### src/rtl/pingPongDmaPkg.sv
package pingPongDmaPkg;

  typedef struct packed {
    logic commit;
    logic fault;
    logic latchMem;
    logic latchPer;
  } dmaStrobes_t;

  typedef enum logic [1:0] {PH_IDLE, PH_MEM, PH_PER} phase_t;

  typedef enum logic [2:0] {
    SEL_CFG  = 3'd0,
    SEL_SET  = 3'd1,
    SEL_CLR  = 3'd2,
    SEL_READ = 3'd3,
    SEL_AADR = 3'd4,
    SEL_ACNT = 3'd5,
    SEL_BADR = 3'd6,
    SEL_BCNT = 3'd7
  } regSel_t;

  localparam int ST_RUN    = 0;
  localparam int ST_IE     = 1;
  localparam int ST_ERR    = 2;
  localparam int ST_DONEA  = 3;
  localparam int ST_STARTA = 4;
  localparam int ST_DONEB  = 5;
  localparam int ST_STARTB = 6;

  localparam int CF_DIR    = 0;
  localparam int CF_SWAP   = 1;
  localparam int CF_BURST8 = 2;
  localparam int CF_WIDE   = 3;

endpackage

### src/rtl/dmaControl.sv
module dmaControl
  import pingPongDmaPkg::*;
#(
  parameter int BURST_SHORT = 4,
  parameter int BURST_LONG  = 8
) (
  input  logic        clk,
  input  logic        rst,
  input  logic        run,
  input  logic        actStart,
  input  logic        dir,
  input  logic        burst8,
  input  logic        lastBeat,
  input  logic        perReq,
  input  logic        perFault,
  input  logic        memAck,
  output logic        memReq,
  output logic        perAck,
  output dmaStrobes_t strobes
);

  localparam int IDX_W = $clog2(BURST_LONG);

  phase_t           phase, phaseNext;
  logic [IDX_W-1:0] beatIdx;
  logic             beatEnd;
  logic             burstLast;
  phase_t           firstPhase;

  assign firstPhase = dir ? PH_PER : PH_MEM;
  assign burstLast  = burst8 ? (beatIdx == IDX_W'(BURST_LONG - 1))
                             : (beatIdx == IDX_W'(BURST_SHORT - 1));

  always_comb begin
    phaseNext = phase;
    strobes   = '0;
    memReq    = 1'b0;
    perAck    = 1'b0;
    beatEnd   = 1'b0;
    case (phase)
      PH_IDLE: begin
        if (run && actStart && perReq) phaseNext = firstPhase;
      end
      PH_MEM: begin
        memReq = 1'b1;
        if (memAck) begin
          if (dir) begin
            beatEnd = 1'b1;
          end else begin
            strobes.latchMem = 1'b1;
            phaseNext = PH_PER;
          end
        end
      end
      PH_PER: begin
        perAck = 1'b1;
        if (perFault) begin
          strobes.fault = 1'b1;
          phaseNext = PH_IDLE;
        end else if (dir) begin
          strobes.latchPer = 1'b1;
          phaseNext = PH_MEM;
        end else begin
          beatEnd = 1'b1;
        end
      end
      default: phaseNext = PH_IDLE;
    endcase
    if (beatEnd) begin
      strobes.commit = 1'b1;
      phaseNext = (lastBeat || burstLast) ? PH_IDLE : firstPhase;
    end
  end

  always_ff @(posedge clk) begin
    if (rst) begin
      phase   <= PH_IDLE;
      beatIdx <= '0;
    end else begin
      phase <= phaseNext;
      if (phase == PH_IDLE)                    beatIdx <= '0;
      else if (beatEnd && phaseNext != PH_IDLE) beatIdx <= beatIdx + 1'b1;
    end
  end

  // the beat index stays inside the selected burst length
  p_burst_cap_r8: assert property (@(posedge clk) disable iff (rst)
    int'(beatIdx) < (burst8 ? BURST_LONG : BURST_SHORT));

  // a memory request is held until it is acknowledged
  p_mem_hold_r3: assert property (@(posedge clk) disable iff (rst)
    memReq && !memAck |=> memReq);

  // in the memory-to-peripheral direction each peripheral strobe lasts one cycle
  p_ack_pulse_r3: assert property (@(posedge clk) disable iff (rst)
    perAck && !perFault && !dir |=> !perAck);

endmodule

### src/rtl/dmaDatapath.sv
module dmaDatapath
  import pingPongDmaPkg::*;
#(
  parameter int ADDR_W = 32,
  parameter int CNT_W  = 13,
  parameter int DATA_W = 16
) (
  input  logic              clk,
  input  logic              rst,
  input  logic [2:0]        regWordSel,
  input  logic              regWr,
  input  logic [31:0]       regWdata,
  output logic [31:0]       regRdata,
  input  dmaStrobes_t       strobes,
  input  logic [DATA_W-1:0] memRdata,
  input  logic [DATA_W-1:0] perRdata,
  output logic [ADDR_W-1:0] memAddr,
  output logic [DATA_W-1:0] memWdata,
  output logic [DATA_W-1:0] perWdata,
  output logic              run,
  output logic              actStart,
  output logic              dir,
  output logic              burst8,
  output logic              lastBeat,
  output logic              irq
);

  localparam int HALF = DATA_W / 2;

  logic [3:0]        cfgReg;
  logic [6:0]        flags, flagsSw, flagsNext;
  logic              biu, biuNext;
  logic [ADDR_W-1:0] bufAddr [2];
  logic [CNT_W-1:0]  bufCnt [2];
  logic [DATA_W-1:0] dataLatch;
  logic [6:0]        swSet, swClr;
  logic [CNT_W-1:0]  stepCnt;
  logic [ADDR_W-1:0] stepAddr;
  logic              wide, bufFinish;
  regSel_t           sel;

  assign sel      = regSel_t'(regWordSel);
  assign wide     = cfgReg[CF_WIDE];
  assign stepCnt  = wide ? CNT_W'(2) : CNT_W'(1);
  assign stepAddr = wide ? ADDR_W'(2) : ADDR_W'(1);
  assign lastBeat = bufCnt[biu] <= stepCnt;
  assign bufFinish = strobes.commit && lastBeat;

  assign swSet   = (regWr && sel == SEL_SET) ? regWdata[6:0] : 7'd0;
  assign swClr   = (regWr && sel == SEL_CLR) ? regWdata[6:0] : 7'd0;
  assign flagsSw = (flags | swSet) & ~swClr;

  always_comb begin
    flagsNext = flagsSw;
    biuNext   = biu;
    if (bufFinish) begin
      if (!biu) begin
        flagsNext[ST_STARTA] = 1'b0;
        flagsNext[ST_DONEA]  = 1'b1;
        if (flagsSw[ST_STARTB]) biuNext = 1'b1;
      end else begin
        flagsNext[ST_STARTB] = 1'b0;
        flagsNext[ST_DONEB]  = 1'b1;
        if (flagsSw[ST_STARTA]) biuNext = 1'b0;
      end
    end
    if (strobes.fault) begin
      flagsNext[ST_ERR] = 1'b1;
      flagsNext[ST_RUN] = 1'b0;
    end
  end

  always_ff @(posedge clk) begin
    if (rst) begin
      flags  <= '0;
      biu    <= 1'b0;
      cfgReg <= '0;
    end else begin
      flags <= flagsNext;
      biu   <= biuNext;
      if (regWr && sel == SEL_CFG) cfgReg <= regWdata[3:0];
    end
  end

  for (genvar s = 0; s < 2; s++) begin : gSlot
    localparam logic [2:0] ADR_SEL = 3'(4 + 2 * s);
    localparam logic [2:0] CNT_SEL = 3'(5 + 2 * s);
    always_ff @(posedge clk) begin
      if (rst) begin
        bufAddr[s] <= '0;
        bufCnt[s]  <= '0;
      end else if (strobes.commit && biu == 1'(s)) begin
        bufAddr[s] <= bufAddr[s] + stepAddr;
        bufCnt[s]  <= lastBeat ? '0 : bufCnt[s] - stepCnt;
      end else if (regWr && regWordSel == ADR_SEL) begin
        bufAddr[s] <= {regWdata[ADDR_W-1:2], 2'b00};
      end else if (regWr && regWordSel == CNT_SEL) begin
        bufCnt[s] <= regWdata[CNT_W-1:0];
      end
    end
  end

  function automatic logic [DATA_W-1:0] reorder(input logic [DATA_W-1:0] x,
                                                input logic isWide, input logic swap);
    if (!isWide)   return {{HALF{1'b0}}, x[HALF-1:0]};
    else if (swap) return {x[HALF-1:0], x[DATA_W-1:HALF]};
    else           return x;
  endfunction

  always_ff @(posedge clk) begin
    if (rst)                   dataLatch <= '0;
    else if (strobes.latchMem) dataLatch <= reorder(memRdata, wide, cfgReg[CF_SWAP]);
    else if (strobes.latchPer) dataLatch <= reorder(perRdata, wide, cfgReg[CF_SWAP]);
  end

  always_comb begin
    case (sel)
      SEL_CFG:                    regRdata = {28'd0, cfgReg};
      SEL_SET, SEL_CLR, SEL_READ: regRdata = {24'd0, biu, flags};
      SEL_AADR:                   regRdata = 32'(bufAddr[0]);
      SEL_ACNT:                   regRdata = 32'(bufCnt[0]);
      SEL_BADR:                   regRdata = 32'(bufAddr[1]);
      default:                    regRdata = 32'(bufCnt[1]);
    endcase
  end

  assign memAddr  = bufAddr[biu];
  assign memWdata = dataLatch;
  assign perWdata = dataLatch;
  assign run      = flags[ST_RUN];
  assign actStart = biu ? flags[ST_STARTB] : flags[ST_STARTA];
  assign dir      = cfgReg[CF_DIR];
  assign burst8   = cfgReg[CF_BURST8];
  assign irq      = flags[ST_IE] & (flags[ST_ERR] | flags[ST_DONEA] | flags[ST_DONEB]);

  // slot A finishing leaves A done set and A started cleared
  p_done_sets_r4: assert property (@(posedge clk) disable iff (rst)
    bufFinish && !biu && !regWr |=> flags[ST_DONEA] && !flags[ST_STARTA]);

  // the active slot changes only when a buffer finishes
  p_biu_moves_r4: assert property (@(posedge clk) disable iff (rst)
    !$stable(biu) |-> $past(bufFinish));

  // a fault leaves error set and run cleared
  p_fault_halts_r10: assert property (@(posedge clk) disable iff (rst)
    strobes.fault && !regWr |=> flags[ST_ERR] && !flags[ST_RUN]);

  // clearing all done and error bits drops the interrupt
  p_irq_ack_r6: assert property (@(posedge clk) disable iff (rst)
    regWr && sel == SEL_CLR && (&{regWdata[ST_ERR], regWdata[ST_DONEA], regWdata[ST_DONEB]})
      && !strobes.commit && !strobes.fault |=> !irq);

endmodule

### src/rtl/pingPongDma.sv
module pingPongDma
  import pingPongDmaPkg::*;
#(
  parameter int ADDR_W      = 32,
  parameter int CNT_W       = 13,
  parameter int DATA_W      = 16,
  parameter int BURST_SHORT = 4,
  parameter int BURST_LONG  = 8
) (
  input  logic              clk,
  input  logic              rst,
  input  logic [2:0]        regWordSel,
  input  logic              regWr,
  input  logic [31:0]       regWdata,
  output logic [31:0]       regRdata,
  output logic              memReq,
  output logic              memWe,
  output logic [ADDR_W-1:0] memAddr,
  output logic [DATA_W-1:0] memWdata,
  input  logic [DATA_W-1:0] memRdata,
  input  logic              memAck,
  input  logic              perReq,
  output logic              perAck,
  output logic [DATA_W-1:0] perWdata,
  input  logic [DATA_W-1:0] perRdata,
  input  logic              perFault,
  output logic              irq
);

  dmaStrobes_t strobes;
  logic run, actStart, dir, burst8, lastBeat;

  dmaControl #(.BURST_SHORT(BURST_SHORT), .BURST_LONG(BURST_LONG)) uCtrl (
    .clk(clk), .rst(rst), .run(run), .actStart(actStart), .dir(dir),
    .burst8(burst8), .lastBeat(lastBeat), .perReq(perReq), .perFault(perFault),
    .memAck(memAck), .memReq(memReq), .perAck(perAck), .strobes(strobes)
  );

  dmaDatapath #(.ADDR_W(ADDR_W), .CNT_W(CNT_W), .DATA_W(DATA_W)) uPath (
    .clk(clk), .rst(rst), .regWordSel(regWordSel), .regWr(regWr),
    .regWdata(regWdata), .regRdata(regRdata), .strobes(strobes),
    .memRdata(memRdata), .perRdata(perRdata), .memAddr(memAddr),
    .memWdata(memWdata), .perWdata(perWdata), .run(run), .actStart(actStart),
    .dir(dir), .burst8(burst8), .lastBeat(lastBeat), .irq(irq)
  );

  assign memWe = dir;

endmodule

### config.mk
export PLATFORM = sky130hd
export DESIGN_NAME = pingPongDma
export DESIGN_NICKNAME = d
export VERILOG_FILES = /design/src/rtl/pingPongDmaPkg.sv /design/src/rtl/dmaControl.sv /design/src/rtl/dmaDatapath.sv /design/src/rtl/pingPongDma.sv
export SDC_FILE = /design/constraint.sdc
export NUM_CORES = 1
export LEC_CHECK = 0
export ABC_AREA = 0
export BUFFER_PORTS_ARGS = -buffer_cell sky130_fd_sc_hd__buf_4
export CAP_MARGIN = 20
export CELL_PAD_IN_SITES_DETAIL_PLACEMENT = 0
export CELL_PAD_IN_SITES_GLOBAL_PLACEMENT = 1
export CORE_MARGIN = 3
export CORE_UTILIZATION = 45
export DETAILED_ROUTE_END_ITERATION = 12
export GPL_ROUTABILITY_DRIVEN = 0
export HOLD_SLACK_MARGIN = 0.15
export PLACE_DENSITY = 0.94
export SETUP_SLACK_MARGIN = 0.1
export SYNTH_ARGS = -nofsm -noshare
export SYNTH_HDL_FRONTEND = slang
export SYNTH_SLANG_ARGS = --single-unit
### constraint.sdc
create_clock -name clk -period 5.3 [get_ports clk]
set_clock_uncertainty 0.2 [all_clocks]
set_input_delay 0.265 -clock clk [delete_from_list [all_inputs] [get_ports clk]]
set_output_delay 0.265 -clock clk [all_outputs]
set_load 0.005 [all_outputs]
== Yosys cells after proc, flatten, opt, wreduce, memory -nomap -nowiden ==
Memories as Yosys holds them, arrays and structs flattened. A register that Yosys moved wholly into a read port is not among the register bits.
Cells that the tools add are included.

* Bits in read-only memories: 0
* Latch bits: 0
* RAM bits: 90
* Memories: 2
* Logic and storage cells: 145
* Input port bits: 73
* Bits in registers: 33
* Output and inout port bits: 100

{| class="wikitable"
|+ Memories
! name !! depth !! width !! rd ports !! clocked after memory_dff !! write ports !! RTL line !! text
|-
| uPath.bufAddr || 2 || 32 || 3 || 1 || 2 || dmaDatapath.sv:33 || <nowiki>logic [ADDR_W-1:0] bufAddr [2];</nowiki>
|-
| uPath.bufCnt || 2 || 13 || 3 || 1 || 2 || dmaDatapath.sv:34 || <nowiki>logic [CNT_W-1:0] bufCnt [2];</nowiki>
|}

* Reduce and logical (&&, ||, !) cells: 21
* Mux-type cells: 83
* Eq/ne operators: 11
* Add/sub/neg operators: 5
* Bitwise gates (word level): 15
* Multiply operators: 0
* Magnitude comparators: 1
* Div/mod/pow operators: 0
* Shifts and indexed selects: 0

{| class="wikitable"
|+ Operators with widths
! cell !! number
|-
| $pmux W32 S5 || 1
|-
| $mux W32 || 4
|-
| $mux W16 || 6
|-
| $mux W13 || 6
|-
| $add A32 B32 Y32 || 2
|-
| $mux W1 || 49
|-
| $sub A13 B13 Y13 || 2
|-
| $mux W2 || 12
|-
| $eq A3 B3 Y1 const B || 5
|-
| $mux W7 || 2
|-
| $le A13 B13 Y1 || 1
|-
| $logic_and A1 B1 Y1 || 13
|-
| $or A1 B1 Y1 || 10
|-
| $eq A3 B2 Y1 const B || 3
|-
| $and A7 B7 Y7 || 1
|-
| $not A7 Y7 || 1
|-
| $or A7 B7 Y7 || 1
|-
| $pmux W2 S3 || 1
|-
| $mux W4 || 1
|-
| $reduce_bool A2 Y1 || 2
|-
| $reduce_or A2 Y1 || 2
|-
| $add A3 B1 Y3 const B || 1
|-
| $eq A3 B1 Y1 const B || 1
|-
| $logic_not A3 Y1 || 1
|-
| 8 further kinds || 8
|}

== Longest topological paths before layout ==
* Word-level depth: 10
* Depth in mapped cells: 11
* Gate-level depth less buffers: 9

== Hierarchy ==
A second synthesis with hierarchy kept.

* Cell total of the unflattened synthesis: 958
* Area total of the unflattened synthesis: 8901.0 um^2

{| class="wikitable"
|+ Modules (own cells, without submodules)
! module !! area an instance (um^2) !! seq. area each (um^2) !! cells each !! times used
|-
| dmaDatapath || 8456.9 || 3283.1 || 911 || 1
|-
| dmaControl || 444.2 || 100.1 || 47 || 1
|}

== Worst setup path after synthesis ==
Ideal clock, no wire load.

* Kind: input-to-reg
* Start point: input regWordSel[0]
* End point: memory uPath.bufAddr[1][0], enable pin
* Stages: 3
* Path slack: 1.745 ns
* Required time: 4.634 ns
* Arrival: 2.890 ns
* Path buffers: 1
* Library setup time: 0.466 ns
* Path through: clkbuf_1 nand2b_1 o21ai_0

{| class="wikitable"
|+ RTL lines
! what !! RTL line !! text
|-
| start: declaration || pingPongDma.sv:12 || <nowiki>input logic [2:0] regWordSel,</nowiki>
|-
| end: declaration || dmaDatapath.sv:33 ||
|}

==> flow_summary.ini <==
[min_path]
min_from = perRdata[8]
hp-class = input pin to register
holdPathStages = 4
min_to = uPath.memWdata[0]

[global_routing]
grt_pass1_wl_um = 41700
grt_max_degree = 45
antenna_found_initial = 0
grt-ovfl-total = 0
grt_pass1_vias = 7701
grt_usage_pct = 24.2

[sta]
worstMarginPinSlew_ns = 1.05
finalMaxSlewViolations = 0
hold_violations = 0
fmax_mhz = 265
setup_viol_count_final = 0
period_minus_slack_ns = 3.77
period_share_pct = 71.1
finalSetupTns_ns = 0
rsz0062_at_grt = no
finalWorstSetupSlack_ns = 1.53
worst_hold_slack_ns = 0.162
slew_headroom_pct = 29.2

[power_and_ir_drop]
leakagePower_nw = 4.16
vdd_drop_max_v = 0.000221
p_total_mw = 2.70
power_density_mw_per_mm2 = 239

[final_layout]
fin_cells = 1371
fin_nets = 1190
utilization_pct = 59.6
final_area_mm2 = 0.0113
final_common_cell = buf_4
antennaDiodeCount = 0
syn_to_final_growth_pct = 28.6
drive_gt1_share_pct = 27.0
final_cell_mix = buf_4, nand2_1, edfxtp_1

[logic_synthesis]
yosysSeqAreaShare_pct = 38.5
synth_cell_types = 68
ys_async_sr_fraction_pct = 0
syn_nets = 1002
syn_area_per_cell_um2 = 9.66
ys_ff_latch = 124
ys.flop_type = edfxtp_1
synth-edff-count = 90
yosysWarnings = 0
syn-instance-count = 910
synthesis.area_mm2 = 0.00879

[worst_setup_path]
worst_ep_required_time_ns = 5.28
path_delay_family = simple AND/OR/NAND/NOR gates
rrSetupSlack_ns = 1.53
cp_max_fo = 44
critPathCaptureType = register
crit_path_top_delay_cell = dfxtp_2
worst_setup_path_start_kind = register
timing.rr.end = uPath.bufCnt[1][1]
cp_data_arrival_time_ns = 3.75
cp_num_buf_inv = 0
criticalPathCategory = register to register
cpPeakStageDelay_ns = 1.02
worstRegToRegCells = 7
crit_chain = mux2_2, ha_1, nor2b_1, a2bb2oi_1, nor4_4, nor2_1, a22o_1

[routing]
drt_iter0_drc = 835
vias = 8042
wl_per_cell_um = 19.2
dr.pass1.iters = 5
route.detailed.drc = 0
vias_per_cell = 5.87
ant_nets = 0
totalWireLength_um = 26400

[floorplan]
die_x_um = 146
initial_core_util_pct = 46.4
io_pins = 173
die_area_mm2 = 0.0212
core_mm2 = 0.0190
rows = 50
fp.dieH_um = 146

[placed_design]
dpl_cell_area_mm2 = 0.0102
io_buffers = 172
dp_cells = 1287
dp_hpwl_um = 18500
place_ws_ns = 1.59

[clocking]
cts_root_buffer = clkbuf_16
h-tree-depth = 4
tritoncts = done
numCtsBuffers = 17
clk_latency_ns = 0.43
clk_pin_slew_worst_paths_ns = 0.06
clock-sinks = 124
cts_buffer_depth = 2
post_cts_buffers = 0

[status]
status = finished clean

[flow_run]
maxCapViolations = 0
==> tightest hold or removal path, cell delays in order <==
cell and delay (ns):
buf_4 0.08, mux4_2 0.22, nand2_1 0.05, a21oi_1 0.12
==> per-layer routing <==
| metal | GRT usage, % | up-vias | part of all wire, % |
|---|---|---|---|
| met1 | 33.1 | 3828 | 41 |
| li1 | - | 3705 | - |
| met4 | 8.45 | 0 | 2.5 |
| met2 | 38.1 | 454 | 47 |
| met3 | 5.29 | 55 | 9.5 |
| met5 | 0 | - | 0 |
==> layout make-up <==
| class | instances | area (um^2) |
|---|---|---|
| Clock inverter | 9 | 51.3 |
| Clock buffer | 23 | 541 |
| Inverter | 28 | 105 |
| Multi-Input combinational cell | 690 | 4980 |
| Sequential cell | 124 | 3380 |
| Fill cell | 1580 | 7650 |
| Timing Repair Buffer | 237 | 1910 |
| Tap cell | 260 | 325 |
==> Yosys cell counts (all sizes together), types with 4 or more instances <==
| cell type | instances | area [um^2] |
|---|---|---|
| ha | 15 | 188 |
| mux2i | 9 | 90.1 |
| inv | 28 | 105 |
| fa | 4 | 80.1 |
| and3 | 8 | 50.1 |
| nand2 | 152 | 571 |
| nand3 | 28 | 140 |
| a211oi | 5 | 42.5 |
| mux4 | 27 | 612 |
| and4 | 9 | 78.8 |
| nor2b | 4 | 25.0 |
| nor2 | 38 | 145 |
| a22o | 32 | 280 |
| o21ai | 88 | 448 |
| mux2 | 32 | 360 |
| xor2 | 23 | 201 |
| buf | 32 | 205 |
| nor3 | 26 | 135 |
| a21o | 4 | 30.0 |
| edfxtp | 90 | 2700 |
| and2 | 8 | 50.1 |
| xnor2 | 59 | 517 |
| clkbuf | 36 | 136 |
| nand4 | 9 | 86.3 |
| a21oi | 39 | 195 |
| nor4 | 22 | 198 |
| dfxtp | 34 | 681 |
| nand2b | 4 | 25.0 |
==> worst max-delay path by stage <==
stage / endpoint / slack, ns / cells after the start
5_1_grt: uPath.bufAddr[1][18] / 1.32 / 9
6_report: uPath.bufCnt[1][1] / 1.53 / 7
4_1_cts: uPath.bufAddr[1][18] / 1.55 / 9
2_1_floorplan: uPath.bufAddr[1][0] / 1.74 / 3
3_5_place_dp: uPath.bufAddr[1][28] / 1.59 / 9
3_3_place_gp: uPath.bufCnt[1][1] / 1.67 / 7
==> state kept, by name (all words and copies together) (netlist names), named ones only <==
register,cells
uCtrl.beatIdx,3
uCtrl.phase,2
uPath.biu,1
uPath.bufAddr,64
uPath.bufCnt,26
uPath.cfgReg,4
uPath.flags,7
uPath.memWdata,16
==> cell families (layout without fill, tap and decap cells) <==
logic type | after synthesis | after routing | share of synthesized area [%]
simple gates | 329 | 329 | 19.4
compound gates | 192 | 192 | 13.7
flops | 124 | 124 | 38.5
buf+inv | 96 | 297 | 5.08
xor+xnor | 82 | 82 | 8.17
mux | 68 | 68 | 12.1
fa+ha+maj | 19 | 19 | 3.05
==> power breakdown <==
group | switching, mW | internal, mW
Sequential | 0.0816 | 1.09
Combinational | 0.164 | 0.201
Clock | 0.442 | 0.716
Total | 0.688 | 2.01
==> what timing repair did <==
action / in CTS / in global routing
endpoints found under the hold margin: 114 / 0
endpoints found under the setup margin: 0 / 0
hold buffers: 51 / 0
resized for setup: 0 / 0
No activity file was read; power rests on OpenSTA's default activity.
